`src/rtl/tic_pkg.sv`:
```
package tic_pkg;
    localparam int          NSRC     = 4;
    localparam int          NSTAGE   = 3;
    localparam logic [7:0]  CTRL_XOR = 8'h55;

    typedef enum logic [1:0] {
        SND_FROM_1K    = 2'd0,
        SND_FROM_50    = 2'd1,
        SND_FROM_TONE0 = 2'd2,
        SND_FROM_TONE1 = 2'd3
    } snd_sel_e;

    typedef struct packed {
        logic lvl_snd;
        logic lvl_slow;
        logic ext1_q;
        logic ext2_q;
        logic irq;
    } top_state_t;
endpackage

```
`src/rtl/tic_stage.sv`:
```
module tic_stage #(
    parameter int RELOAD = 249
) (
    input  logic clk,
    input  logic rst_n,
    input  logic step_i,
    output logic uf_o
);
    localparam int W = (RELOAD < 1) ? 1 : $clog2(RELOAD + 1);
    localparam logic [W-1:0] RLD = W'(RELOAD);

    logic [W-1:0] cnt_d, cnt_q;

    always_comb begin
        uf_o  = step_i && (cnt_q == '0);
        cnt_d = cnt_q;
        if (step_i) begin
            cnt_d = (cnt_q == '0) ? RLD : cnt_q - 1'b1;
        end
    end

    always_ff @(posedge clk) begin
        if (!rst_n) cnt_q <= RLD;
        else        cnt_q <= cnt_d;
    end

    assert_cnt_range_R1: assert property (@(posedge clk) disable iff (!rst_n)
        cnt_q <= RLD);
    assert_uf_reload_R2: assert property (@(posedge clk) disable iff (!rst_n)
        uf_o |=> (cnt_q == RLD));
    assert_idle_hold_R1: assert property (@(posedge clk) disable iff (!rst_n)
        !step_i |=> $stable(cnt_q));
endmodule

```
`src/rtl/tic_latch.sv`:
```
module tic_latch (
    input  logic       clk,
    input  logic       rst_n,
    input  logic       set_ev_i,
    input  logic       wr_en_i,
    input  logic [1:0] pair_i,
    output logic       lat_o
);
    logic en_d, en_q, lat_d, lat_q;

    always_comb begin
        en_d  = en_q;
        lat_d = lat_q;
        if (set_ev_i && en_q) lat_d = 1'b1;
        if (wr_en_i) begin
            en_d = ~pair_i[0];
            if (|pair_i) lat_d = 1'b0;
        end
    end

    always_ff @(posedge clk) begin
        if (!rst_n) begin
            en_q  <= 1'b0;
            lat_q <= 1'b0;
        end else begin
            en_q  <= en_d;
            lat_q <= lat_d;
        end
    end

    assign lat_o = lat_q;

    assert_set_needs_event_R5: assert property (@(posedge clk) disable iff (!rst_n)
        $rose(lat_q) |-> $past(set_ev_i && en_q));
    assert_wr_clear_R7: assert property (@(posedge clk) disable iff (!rst_n)
        (wr_en_i && (|pair_i)) |=> !lat_q);
    assert_hold_R5: assert property (@(posedge clk) disable iff (!rst_n)
        (lat_q && !wr_en_i) |=> lat_q);
endmodule

```
`src/rtl/tic_ctrl.sv`:
```
module tic_ctrl
    import tic_pkg::*;
#(
    parameter int DIV_1K  = 249,
    parameter int DIV_50  = 19,
    parameter int DIV_1HZ = 49
) (
    input  logic       clk,
    input  logic       rst_n,
    input  logic       tick_i,
    input  logic [1:0] snd_sel_i,
    input  logic       tone0_uf_i,
    input  logic       tone1_uf_i,
    input  logic       ext1_n_i,
    input  logic       ext2_n_i,
    input  logic       wr_en_i,
    input  logic [7:0] wr_data_i,
    output logic [7:0] rd_data_o,
    output logic       irq_o
);
    localparam int RELOADS [NSTAGE] = '{DIV_1K, DIV_50, DIV_1HZ};

    logic [NSTAGE:0]   step;
    logic [NSTAGE-1:0] uf;
    logic [NSRC-1:0]   set_ev;
    logic [NSRC-1:0]   lat;
    logic [7:0]        wr_x;
    logic              snd_ev;
    top_state_t        st_d, st_q;

    assign step[0] = tick_i;

    for (genvar g = 0; g < NSTAGE; g++) begin : g_stage
        tic_stage #(.RELOAD(RELOADS[g])) u_stage (
            .clk    (clk),
            .rst_n  (rst_n),
            .step_i (step[g]),
            .uf_o   (uf[g])
        );
        assign step[g+1] = uf[g];
    end

    always_comb begin
        unique case (snd_sel_e'(snd_sel_i))
            SND_FROM_1K:    snd_ev = uf[0];
            SND_FROM_50:    snd_ev = uf[1];
            SND_FROM_TONE0: snd_ev = tone0_uf_i;
            default:        snd_ev = tone1_uf_i;
        endcase
    end

    assign wr_x   = wr_data_i ^ CTRL_XOR;
    assign set_ev = {st_q.ext2_q & ~ext2_n_i,
                     st_q.ext1_q & ~ext1_n_i,
                     uf[NSTAGE-1],
                     snd_ev};

    for (genvar s = 0; s < NSRC; s++) begin : g_src
        tic_latch u_latch (
            .clk      (clk),
            .rst_n    (rst_n),
            .set_ev_i (set_ev[s]),
            .wr_en_i  (wr_en_i),
            .pair_i   (wr_x[2*s+1 -: 2]),
            .lat_o    (lat[s])
        );
    end

    always_comb begin
        st_d          = st_q;
        st_d.lvl_snd  = st_q.lvl_snd  ^ snd_ev;
        st_d.lvl_slow = st_q.lvl_slow ^ uf[NSTAGE-1];
        st_d.ext1_q   = ext1_n_i;
        st_d.ext2_q   = ext2_n_i;
        st_d.irq      = |lat;
    end

    always_ff @(posedge clk) begin
        if (!rst_n) begin
            st_q <= '{lvl_snd: 1'b0, lvl_slow: 1'b0, ext1_q: 1'b1,
                      ext2_q: 1'b1, irq: 1'b0};
        end else begin
            st_q <= st_d;
        end
    end

    assign rd_data_o = {lat[3], st_q.ext2_q, lat[2], st_q.ext1_q,
                        lat[1], st_q.lvl_slow, lat[0], st_q.lvl_snd};
    assign irq_o     = st_q.irq;

    assert_slow_toggle_R3: assert property (@(posedge clk) disable iff (!rst_n)
        (st_q.lvl_slow != $past(st_q.lvl_slow)) |-> $past(uf[NSTAGE-1]));
    assert_irq_rise_R9: assert property (@(posedge clk) disable iff (!rst_n)
        $rose(irq_o) |-> $past(|lat));
    assert_irq_fall_R9: assert property (@(posedge clk) disable iff (!rst_n)
        $fell(irq_o) |-> $past(wr_en_i, 2));
    assert_stage_chain_R2: assert property (@(posedge clk) disable iff (!rst_n)
        uf[1] |-> uf[0]);
endmodule

```
`config.mk`:
```
export PLATFORM = sky130hd
export DESIGN_NAME = tic_ctrl
export DESIGN_NICKNAME = d
export VERILOG_FILES = /design/src/rtl/tic_pkg.sv /design/src/rtl/tic_stage.sv /design/src/rtl/tic_latch.sv /design/src/rtl/tic_ctrl.sv
export SDC_FILE = /design/constraint.sdc
export NUM_CORES = 1
export LEC_CHECK = 0
export BUFFER_PORTS_ARGS = -buffer_cell sky130_fd_sc_hd__buf_2
export CORE_MARGIN = 2
export CORE_UTILIZATION = 48
export CTS_BUF_LIST = sky130_fd_sc_hd__clkbuf_8
export CTS_CLUSTER_SIZE = 20
export DETAILED_ROUTE_END_ITERATION = 8
export PLACE_DENSITY = 0.66
export SLEW_MARGIN = 20
export SYNTH_ARGS = -nofsm -noshare
export SYNTH_HDL_FRONTEND = slang
export SYNTH_SLANG_ARGS = --single-unit
```
`constraint.sdc`:
```
create_clock -name clk -period 4.6 [get_ports clk]
set_input_delay 0.23 -clock clk [delete_from_list [all_inputs] [get_ports clk]]
set_output_delay 0.23 -clock clk [all_outputs]
set_load 0.1 [all_outputs]
```
# == After elaboration in Yosys (flattened, before gate mapping) ==
# Cells that the tools add are included.
# op_classes
n_addsub,3
eq_ne,2
muxes,16
bitwise_logic,11
n_reduce_logical,16
# op_table
operator,n
$mux 1,12
$logic_not 8->1,1
$mux 8,1
$reduce_or 2->1,4
$sub 8x1->8 const B,1
$logic_and 1x1->1,7
$logic_not 6->1,1
$mux 6,1
$not 1->1,6
$sub 6x1->6 const B,1
$logic_not 5->1,1
$mux 5,1
$sub 5x1->5 const B,1
$not 4->4,1
$reduce_or 4->1,1
$pmux 1 s3,1
$and 1x1->1,2
$eq 2x1->1 const B,1
$eq 2x2->1 const B,1
$logic_not 2->1,1
$xor 1x1->1,2
# word_totals
register_bits,32
inputBits,18
out_inout_bits,9
elab_cells,64

# == Logic depth before layout (Yosys ltp) ==
# Gate-level depths: netlist (run 1).
# logic_depth
word_depth,8
depth_mapped,7

# == Modules after synthesis ==
# Synthesis (run 1) repeated with hierarchy kept, for this count alone.
# unflattened
cells_unflattened,148
area_unflattened_um2,1435.1
# by_module_without_submodules
module,n_inst,cells_each,area_each_um2
tic_stage (g_stage[0].u_stage),1,46,407.9
tic_stage (g_stage[2].u_stage),1,31,301.5
tic_latch,4,7,72.6
tic_stage (g_stage[1].u_stage),1,24,231.5
tic_ctrl,1,19,203.9

# == Least setup slack after synthesis (run 1) ==
# OpenSTA, ideal clock, no wires.
# synth_timing
kind,reg2reg
start,register g_stage[1].u_stage.cnt_q[0]
end,register g_src[0].u_latch.lat_q
setup_ns,0.087
arrival_ns,1.574
required_ns,4.513
setup_slack_ns,2.939
stages_incl_launch_ff,7
path_buffers,0
period_less_slack_ns,1.661
path_cell_list,dfxtp_1 inv_1 ha_1 nor4b_1 and2b_1 o31a_1 a221oi_2
# synth_via
elab_chain_cells,7
# synth_rtl
element,line,text
start: declaration,tic_stage.sv:12,"logic [W-1:0] cnt_d, cnt_q;"
start signal: assignment,tic_stage.sv:24,else cnt_q <= cnt_d;
$logic_not 5->1 *,tic_stage.sv:15,uf_o = step_i && (cnt_q == '0);
$logic_and 1x1->1 *,tic_stage.sv:15,
$pmux 1 s3 *,tic_ctrl.sv:44,unique case (snd_sel_e'(snd_sel_i))
$logic_and 1x1->1 *,tic_latch.sv:14,if (set_ev_i && en_q) lat_d = 1'b1;
$mux 1 *,tic_latch.sv:14,
$mux 1,tic_latch.sv:17,if (|pair_i) lat_d = 1'b0;
$mux 1 *,tic_latch.sv:15,if (wr_en_i) begin
end signal: assignment,tic_latch.sv:27,lat_q <= lat_d;
end: declaration,tic_latch.sv:9,"logic en_d, en_q, lat_d, lat_q;"
# Mark *: on every way between the ends. The rest lies on a longest branch, timed or not.
# A chain may end at the register's enable or synchronous reset.

# == Worst setup path in the final report (run 1) ==
# layout_timing
start,register g_stage[1].u_stage.cnt_q[0]
end,"register st_q, in the netlist rd_data_o[2]"
# layout_via
elab_chain_cells,4
# layout_rtl
element,line,text
$logic_not 5->1,tic_stage.sv:15,
$logic_and 1x1->1 (2 in series),tic_stage.sv:15,
$xor 1x1->1,tic_ctrl.sv:72,st_d.lvl_slow = st_q.lvl_slow ^ uf[NSTAGE-1];
end signal: assignment,tic_ctrl.sv:80,"st_q <= '{lvl_snd: 1'b0, lvl_slow: 1'b0, ext1_q: 1'b1,"
end signal: assignment,tic_ctrl.sv:83,st_q <= st_d;
end: declaration,tic_ctrl.sv:29,"top_state_t st_d, st_q;"
# Every way passes these cells.

==> flow_metrics.py, run 1 <==
metrics = {
    "setup_path": {
        "r2r-end": "rd_data_o[2]$_SDFF_PN0_",
        "crit_arrival_ns": 2.38,
        "worstSetupStartpoint": "g_stage[1].u_stage.cnt_q[0]$_SDFFE_PN1N_",
        "endpoint": "rd_data_o[2]$_SDFF_PN0_",
        "cp_slowest_cell": "nor4b_1",
        "critPathLaunchType": "register",
        "slowest_delay_ns": 0.48,
        "end_kind": "register",
        "ff2ff_setup_slack_ns": 2.43,
        "r2r_start": "g_stage[1].u_stage.cnt_q[0]$_SDFFE_PN1N_",
        "crit_required_ns": 4.81,
        "cp_cell_sequence": "inv_1 > ha_1 > nor4b_1 > nand3_1 > or3_1 > a21oi_1",
        "rr_worst_depth": 6,
        "cp_max_fo": 12,
        "crit_type": "register to register",
    },
    "sta": {
        "relSlewSlack": 0.5070,
        "post-route-period-util": 0.4717,
        "worst_slack_ns": 2.430,
        "finalSetupViolations": 0,
        "slew_viol_final": 0,
        "grt_setup_unrepaired": "false",
        "fin_skew_ns": 0.007374,
        "setup_tns_ns": 0,
        "fmax_mhz": 460.9,
        "hold_violations": 0,
        "worstMarginPinSlew_ns": 0.7293,
        "fin_crit_ns": 2.170,
        "fin_hold_ws_ns": 0.1336,
    },
    "final_layout": {
        "drive_gt1_frac": 0.2031,
        "nFillCells": 276,
        "fin_util": 0.5800,
        "regArea_um2": 640.6,
        "n_antenna_cell": 0,
        "mostFrequentLayoutCell": "dfxtp_1",
        "layout.nets": 215,
        "final_cell_mix": "dfxtp_1, buf_2, nand2_1, nor2_1, inv_1",
        "multi_input_area_um2": 762.0,
        "area_growth_pct": 16.88,
    },
    "synthesis": {
        "synth_top_family_by_area": "simple AND/OR/NAND/NOR gates",
        "synth_ff_type": "dfxtp_1",
        "yosys_register_bits": 32,
        "synth_mux_area_frac": 0.04114,
        "syn_avg_cell_area_um2": 8.977,
        "synth_cells": 166,
        "syn_nets": 190,
        "yosysWarnings": 0,
        "synth_compound_area_frac": 0.1318,
        "synthAdderAreaFrac": 0.05038,
        "ys_seq_area_frac": 0.4299,
        "synth_area_um2": 1490,
        "synth-xor-area-share": 0.05290,
        "synth_edf_count": 0,
        "synthSimpleGateAreaFrac": 0.2351,
        "synthArstFlopShare": 0,
        "ys_types": 37,
    },
    "routing": {
        "routed_wl_mm": 2.971,
        "drt_iter0_drc": 66,
        "num_vias": 1210,
        "avgRoutedWirePerCell_um": 13.20,
        "firstDrtPassIters": 4,
        "vias_per_cell": 5.378,
        "drc": 0,
        "drtAntennaViolNets": 0,
    },
    "clocking": {
        "cts_buffer_depth": 2,
        "cts_resized": 0,
        "clkSinkCount": 32,
        "postCtsSetupRepairBufs": 0,
        "cts_tree": "done",
        "htree_levels": 2,
        "clk_latency_ns": 0.29,
        "cts_made_buffers": 5,
        "clk_pin_slew_worst_paths_ns": 0.06,
        "cts-root-buf": "clkbuf_8",
        "cts_hold_buf": 0,
    },
    "grt": {
        "antenna_found_initial": 0,
        "grt_max_degree": 17,
        "grt_pass1_wl_mm": 4.919,
        "grtUsageMet2": 0.2981,
        "top_usage_layer": "met2",
        "gr-usage-met3": 0.07359,
        "grt-ovfl-total": 0,
        "grt_pass1_vias": 1139,
        "grt_util_all_layers": 0.1878,
        "grtUsageMet1": 0.2291,
    },
    "floorplanning": {
        "start_util": 0.4962,
        "dieHeight_um": 59.72,
        "die_x_um": 59.72,
        "rows": 20,
        "pin_count": 27,
        "dieArea_um2": 3566,
        "core_area_um2": 3003,
    },
    "flow_run": {
        "cap_viol_max_count": 0,
    },
    "place": {
        "hpwl_mm": 2.176,
        "preCtsSetupSlack_ns": 2.441,
        "gp_congestion": 0.8060,
        "io_buffers": 26,
    },
    "power_and_ir_drop": {
        "p_total_w": 0.0006422,
        "power_leakage_nw": 0.7580,
        "power.density_nw_per_um2": 368.7,
        "ir_drop_v": 0.0003239,
    },
    "min_path": {
        "min_path_type": "input port to register",
    },
    "outcome": {
        "status": "complete, no violations",
    },
}
[metrics by stage]
stage,area [um^2],instances
CTS,1742,225
global placement,1615,217
finish,1742,225
global route,1742,225
floorplan,1490,166
detailed placement,1615,217
[worst max-delay path: cells and delay by family, from the launching register on]
family | cells | cell delay (ns)
simple gates | 3 | 1.38
flops | 1 | 0.31
fa+ha+maj | 1 | 0.18
compound gates | 1 | 0.13
buf+inv | 1 | 0.10
[cell type report]
type,count,share of cell area
timing repair buffer,26,0.07471
clock inverter,1,0.01724
clock buffer,7,0.05532
tap,33,0.02371
inverter,11,0.02371
multi-input combinational,115,0.4375
sequential,32,0.3678
[layer usage]
layer,part of all wire,vias up
met5,0,-
met4,0.016,0
met3,0.041,5
met2,0.47,20
met1,0.47,558
li1,-,627
[sequential cells by signal, indices dropped and copies added, names as in the netlist]
signal	count
g_src.u_latch.en_q	4
rd_data_o	4
irq_o	1
g_stage.u_stage.cnt_q	19
g_src.u_latch.lat_o	4
[worst min path at each step]
| stage | depth (start not counted) | endpoint | startpoint |
|---|---|---|---|
| after detailed placement | 3 | rd_data_o[6]$_SDFF_PN1_ | ext2_n_i |
| after global placement | 3 | rd_data_o[6]$_SDFF_PN1_ | ext2_n_i |
| final | 3 | rd_data_o[4]$_SDFF_PN1_ | ext1_n_i |
| after floorplan | 1 | g_stage[0].u_stage.cnt_q[1]$_SDFFE_PN0P_ | tick_i |
| after CTS | 3 | rd_data_o[6]$_SDFF_PN1_ | ext2_n_i |
| after global routing | 3 | rd_data_o[6]$_SDFF_PN1_ | ext2_n_i |
[cell families (layout without fill, tap and decap cells)]
| kind of cell | count (synthesis) | in the layout |
|---|---|---|
| AND/OR/NAND/NOR | 65 | 65 |
| XOR/XNOR | 9 | 9 |
| flip-flops | 32 | 32 |
| adder cells (fa/ha/maj) | 6 | 6 |
| multiplexers | 6 | 6 |
| buffers and inverters | 19 | 45 |
| AO/OA/AOI/OAI | 29 | 29 |
[synth_stat cells, types with 2 or more instances]
master    count  area (um^2)
o311ai_1      2        17.52
mux2i_1       5        50.05
nor2_1       15        56.30
xor2_1        5        43.79
a211oi_1      4        30.03
nor4_1        2        12.51
ha_1          6        75.07
dfxtp_1      32        640.6
nor3_1        4        20.02
or3_1         4        25.02
nand2_1      17        63.81
xnor2_1       4        35.03
a21oi_1       6        30.03
nand3_1       6        30.03
nand4_1       2        12.51
nor4b_1       2        17.52
clkbuf_1      3        11.26
and3_1        2        12.51
inv_1        11        41.29
buf_4         4        30.03
o21ai_0       7        35.03
nand2b_1      5        31.28
a31oi_1       4        25.02
[report_power, final]
part / internal [W] / leakage [nW] / switching [W]
Clock: 0.000191 / 0.0645 / 0.000102
Sequential: 0.000285 / 0.261 / 0.00000659
Combinational: 0.0000187 / 0.433 / 0.0000384
Total: 0.000495 / 0.758 / 0.000147
No activity file was read; power rests on OpenSTA's default activity.
==> run 2, diff against run 1 <==
clock period = 2 ns   (was 4.6 ns; I/O delays follow)
==> flow_metrics.py, run 2 (same netlist as run 1, synthesis figures left out) <==
metrics = {
    "grt": {
        "grt_max_degree": 16,
        "grt_pass1_vias": 1186,
        "grt_pass1_wl_mm": 4.954,
        "grt-ovfl-total": 0,
        "antenna_found_initial": 0,
        "grt_util_all_layers": 0.1859,
    },
    "clocking": {
        "clk_latency_ns": 0.28,
        "cts_buffer_depth": 2,
        "postCtsSetupRepairBufs": 0,
        "cts-root-buf": "clkbuf_8",
        "cts_made_buffers": 5,
        "cts_hold_buf": 0,
        "htree_levels": 2,
        "cts_resized": 0,
        "clk_pin_slew_worst_paths_ns": 0.06,
        "cts_tree": "done",
        "clkSinkCount": 32,
    },
    "routing": {
        "firstDrtPassIters": 4,
        "routed_wl_mm": 2.874,
        "top_layer": "met4",
        "met3_wirelength_um": 95,
        "drtAntennaViolNets": 0,
        "num_vias": 1239,
        "drt_iter0_drc": 77,
        "vias_per_cell": 5.458,
        "drc": 0,
        "avgRoutedWirePerCell_um": 12.66,
        "wirelength_met1_mm": 1.383,
        "wl_met2_mm": 1.347,
    },
    "sta": {
        "hold_violations": 0,
        "fin_hold_ws_ns": 0.01053,
        "slew_viol_final": 0,
        "fmax_mhz": 565.1,
        "worstMarginPinSlew_ns": 0.4852,
        "grt_setup_unrepaired": "false",
        "fin_crit_ns": 1.770,
        "finalSetupViolations": 0,
        "post-route-period-util": 0.8848,
        "setup_tns_ns": 0,
        "relSlewSlack": 0.6788,
        "fin_skew_ns": 0.004642,
    },
    "min_path": {
        "min_path_type": "input port to register",
        "min_path_cells": 3,
    },
    "final_layout": {
        "final_cell_mix": "dfxtp_1, buf_2, nand2_1, nor2_1, inv_1",
        "regMostFlops": "g_stage.u_stage.cnt_q",
        "drive_gt1_frac": 0.2165,
        "mostFrequentLayoutCell": "dfxtp_1",
        "fin_util": 0.5825,
        "largest_reg_flops": 19,
        "area_growth_pct": 17.38,
        "layout.nets": 218,
        "n_antenna_cell": 0,
        "design_area_um2": 1749,
    },
    "place": {
        "placed_area_um2": 1638,
        "io_buffers": 26,
        "gp_congestion": 0.8161,
        "hpwl_mm": 2.122,
    },
    "floorplanning": {
        "start_util": 0.4962,
        "rows": 20,
        "pin_count": 27,
        "dieArea_um2": 3566,
        "die_x_um": 59.72,
        "dieHeight_um": 59.72,
        "core_area_um2": 3003,
    },
    "setup_path": {
        "end_kind": "register",
        "critPathLaunchType": "register",
        "endpoint": "g_stage[2].u_stage.cnt_q[5]$_SDFFE_PN1P_",
        "r2r_start": "g_stage[0].u_stage.cnt_q[2]$_SDFFE_PN0P_",
        "crit_type": "register to register",
        "cp_max_fo": 7,
        "crit_required_ns": 2.15,
        "ff2ff_setup_slack_ns": 0.23,
        "crit_arrival_ns": 1.92,
        "worstSetupStartpoint": "g_stage[0].u_stage.cnt_q[2]$_SDFFE_PN0P_",
        "rr_worst_depth": 5,
        "r2r-end": "g_stage[2].u_stage.cnt_q[5]$_SDFFE_PN1P_",
    },
    "power_and_ir_drop": {
        "power_leakage_nw": 0.7582,
        "power.density_nw_per_um2": 760.2,
        "ir_drop_v": 0.0004722,
    },
    "flow_run": {
        "cap_viol_max_count": 0,
    },
    "outcome": {
        "status": "complete, no violations",
    },
}
-- run 2: critical path, stage by stage, from the launching register on --
cell and delay (ns):
dfxtp_1 0.37, nor4_4 0.48, nand3_1 0.28, buf_4 0.24, o21ai_0 0.16, o311ai_1 0.12
-- run 2: where the power goes --
part / switching, W / internal (W) / total [W]
Sequential: 0.0000151 / 0.000656 / 0.000671
Clock: 0.000219 / 0.000306 / 0.000525
Combinational: 0.0000875 / 0.0000460 / 0.000134
-- run 2: worst min-delay path by stage --
stage / startpoint / to / slack (ns)
after CTS: ext1_n_i / rd_data_o[4]$_SDFF_PN1_ / 0.006
after floorplan: tick_i / g_stage[0].u_stage.cnt_q[1]$_SDFFE_PN0P_ / 0.19
after detailed placement: ext1_n_i / rd_data_o[4]$_SDFF_PN1_ / 0.30
after global routing: ext2_n_i / rd_data_o[6]$_SDFF_PN1_ / 0.04
final: ext1_n_i / rd_data_o[4]$_SDFF_PN1_ / 0.01
after global placement: ext2_n_i / rd_data_o[6]$_SDFF_PN1_ / 0.29
-- run 2: layer usage --
layer | global-route usage | vias up
met5 | 0 | -
met4 | 0.08889 | 0
met3 | 0.04545 | 7
met2 | 0.2919 | 22
met1 | 0.2382 | 577
li1 | - | 633
-- run 2: per-stage QoR --
stage                     setup slack [ns]  std cells  total power [W]
after global routing               0.07269        227         0.001375
final                               0.2304        227         0.001330
after global placement              0.2503        220        0.0008165
after floorplan                     0.3392        166        0.0007796
after detailed placement           0.08418        220        0.0008190
after CTS                         0.003476        227         0.001343
-- run 2: final cells by class --
type | instances | area [um^2]
fill | 281 | 1254
inverter | 11 | 41.29
sequential | 32 | 640.6
multi-input combinational | 115 | 777.0
timing repair buffer | 29 | 152.6
clock buffer | 7 | 96.34
tap | 33 | 41.29
==> run 3, diff against run 2 <==
CTS_BUF_LIST = sky130_fd_sc_hd__clkbuf_16   (was sky130_fd_sc_hd__clkbuf_8)
==> flow_metrics.py, run 3 (same netlist as run 1, synthesis figures left out) <==
metrics = {
    "final_layout": {
        "mostFrequentLayoutCell": "dfxtp_1",
        "layout.nets": 218,
        "n_antenna_cell": 0,
        "regMostFlops": "g_stage.u_stage.cnt_q",
        "final_cell_mix": "dfxtp_1, buf_2, nand2_1, nor2_1, inv_1",
        "largest_reg_flops": 19,
        "drive_gt1_frac": 0.2062,
        "area_growth_pct": 19.23,
    },
    "grt": {
        "grt_pass1_wl_mm": 4.878,
        "grt_util_all_layers": 0.1868,
        "grt-ovfl-total": 0,
        "antenna_found_initial": 0,
        "grt_max_degree": 16,
        "grt_pass1_vias": 1162,
    },
    "place": {
        "io_buffers": 26,
        "gp_congestion": 0.8161,
        "hpwl_mm": 2.122,
    },
    "clocking": {
        "htree_levels": 2,
        "clk_pin_slew_worst_paths_ns": 0.05,
        "cts_made_buffers": 5,
        "cts_resized": 0,
        "cts_tree": "done",
        "cts-root-buf": "clkbuf_16",
        "cts_hold_buf": 0,
        "postCtsSetupRepairBufs": 0,
        "clkSinkCount": 32,
        "clk_latency_ns": 0.27,
        "cts_buffer_depth": 2,
    },
    "sta": {
        "grt_setup_unrepaired": "false",
        "finalSetupViolations": 0,
        "fmax_mhz": 571.4,
        "setup_tns_ns": 0,
        "post-route-period-util": 0.8750,
        "slew_viol_final": 0,
        "relSlewSlack": 0.6788,
        "hold_violations": 0,
        "fin_hold_ws_ns": 0.01673,
        "fin_skew_ns": 0.004718,
        "fin_crit_ns": 1.750,
        "worstMarginPinSlew_ns": 0.4852,
    },
    "routing": {
        "firstDrtPassIters": 4,
        "vias_per_cell": 5.480,
        "drt_iter0_drc": 103,
        "drc": 0,
        "avgRoutedWirePerCell_um": 12.52,
        "drtAntennaViolNets": 0,
        "num_vias": 1244,
        "routed_wl_mm": 2.843,
    },
    "floorplanning": {
        "core_area_um2": 3003,
        "dieHeight_um": 59.72,
        "pin_count": 27,
        "die_x_um": 59.72,
        "start_util": 0.4962,
        "dieArea_um2": 3566,
        "rows": 20,
    },
    "setup_path": {
        "crit_required_ns": 2.14,
        "cp_max_fo": 7,
        "crit_type": "register to register",
        "critPathLaunchType": "register",
        "end_kind": "register",
        "crit_arrival_ns": 1.89,
    },
    "min_path": {
        "min_path_type": "input port to register",
    },
    "power_and_ir_drop": {
        "power_leakage_nw": 0.7726,
        "ir_drop_v": 0.0005848,
        "power.density_nw_per_um2": 840.7,
    },
    "flow_run": {
        "cap_viol_max_count": 0,
    },
    "outcome": {
        "status": "complete, no violations",
    },
}
==> run 3: report_power, final <==
part	switching [W]	internal (W)	total, W
clock	0.000245	0.000443	0.000688
combinational	0.0000877	0.0000461	0.000134
sequential	0.0000147	0.000657	0.000672
total	0.000347	0.00115	0.00149
==> run 3: path summary, 6_finish.rpt <==
check	start	to	slack, ns	cells past startpoint
max reg2reg	g_stage[1].u_stage.cnt_q[0]$_SDFFE_PN1N_	g_stage[2].u_stage.cnt_q[5]$_SDFFE_PN1P_	0.25	7
min	ext1_n_i	rd_data_o[4]$_SDFF_PN1_	0.02	3
max	g_stage[1].u_stage.cnt_q[0]$_SDFFE_PN1N_	g_stage[2].u_stage.cnt_q[5]$_SDFFE_PN1P_	0.25	7
min reg2reg	rd_data_o[0]$_SDFF_PN0_	rd_data_o[0]$_SDFF_PN0_	0.47	2
==> run 3: through the flow <==
stage	total power [W]	setup WS, ns	instances	util	cell area [um^2]
floorplan	0.0007796	0.3392	166	-	1490
global placement	0.0008165	0.2503	220	0.5454	1638
detailed placement	0.0008190	0.08418	220	0.5454	1638
CTS	0.001510	0.06875	227	0.5896	1770
global route	0.001547	0.02567	227	0.5917	1777
finish	0.001494	0.2500	227	0.5917	1777
==> run 3: layout make-up <==
cell class,count,area (um^2)
clock buffer,5,125.1
tap,33,41.29
timing repair buffer,29,152.6
clock inverter,2,7.507
inverter,11,41.29
sequential,32,640.6
multi-input combinational,115,768.2
fill,273,1226
==> run 3: per-layer routing <==
| metal | global-route usage | wire (um) | up-vias | part of all wire |
|---|---|---|---|---|
| met1 | 0.2355 | 1350 | 571 | 0.47 |
| met4 | 0.06984 | 42 | 0 | 0.015 |
| met3 | 0.07792 | 141 | 8 | 0.050 |
| li1 | - | - | 633 | - |
| met2 | 0.2842 | 1309 | 32 | 0.46 |
| met5 | 0 | 0 | - | 0 |
==> run 3: worst max-delay path, cell delays in order (launching register included) <==
cell	delay [ns]
dfxtp_1	0.31
inv_1	0.10
ha_1	0.17
nor4b_2	0.29
nand3_1	0.23
buf_4	0.24
o21ai_0	0.16
o311ai_1	0.12
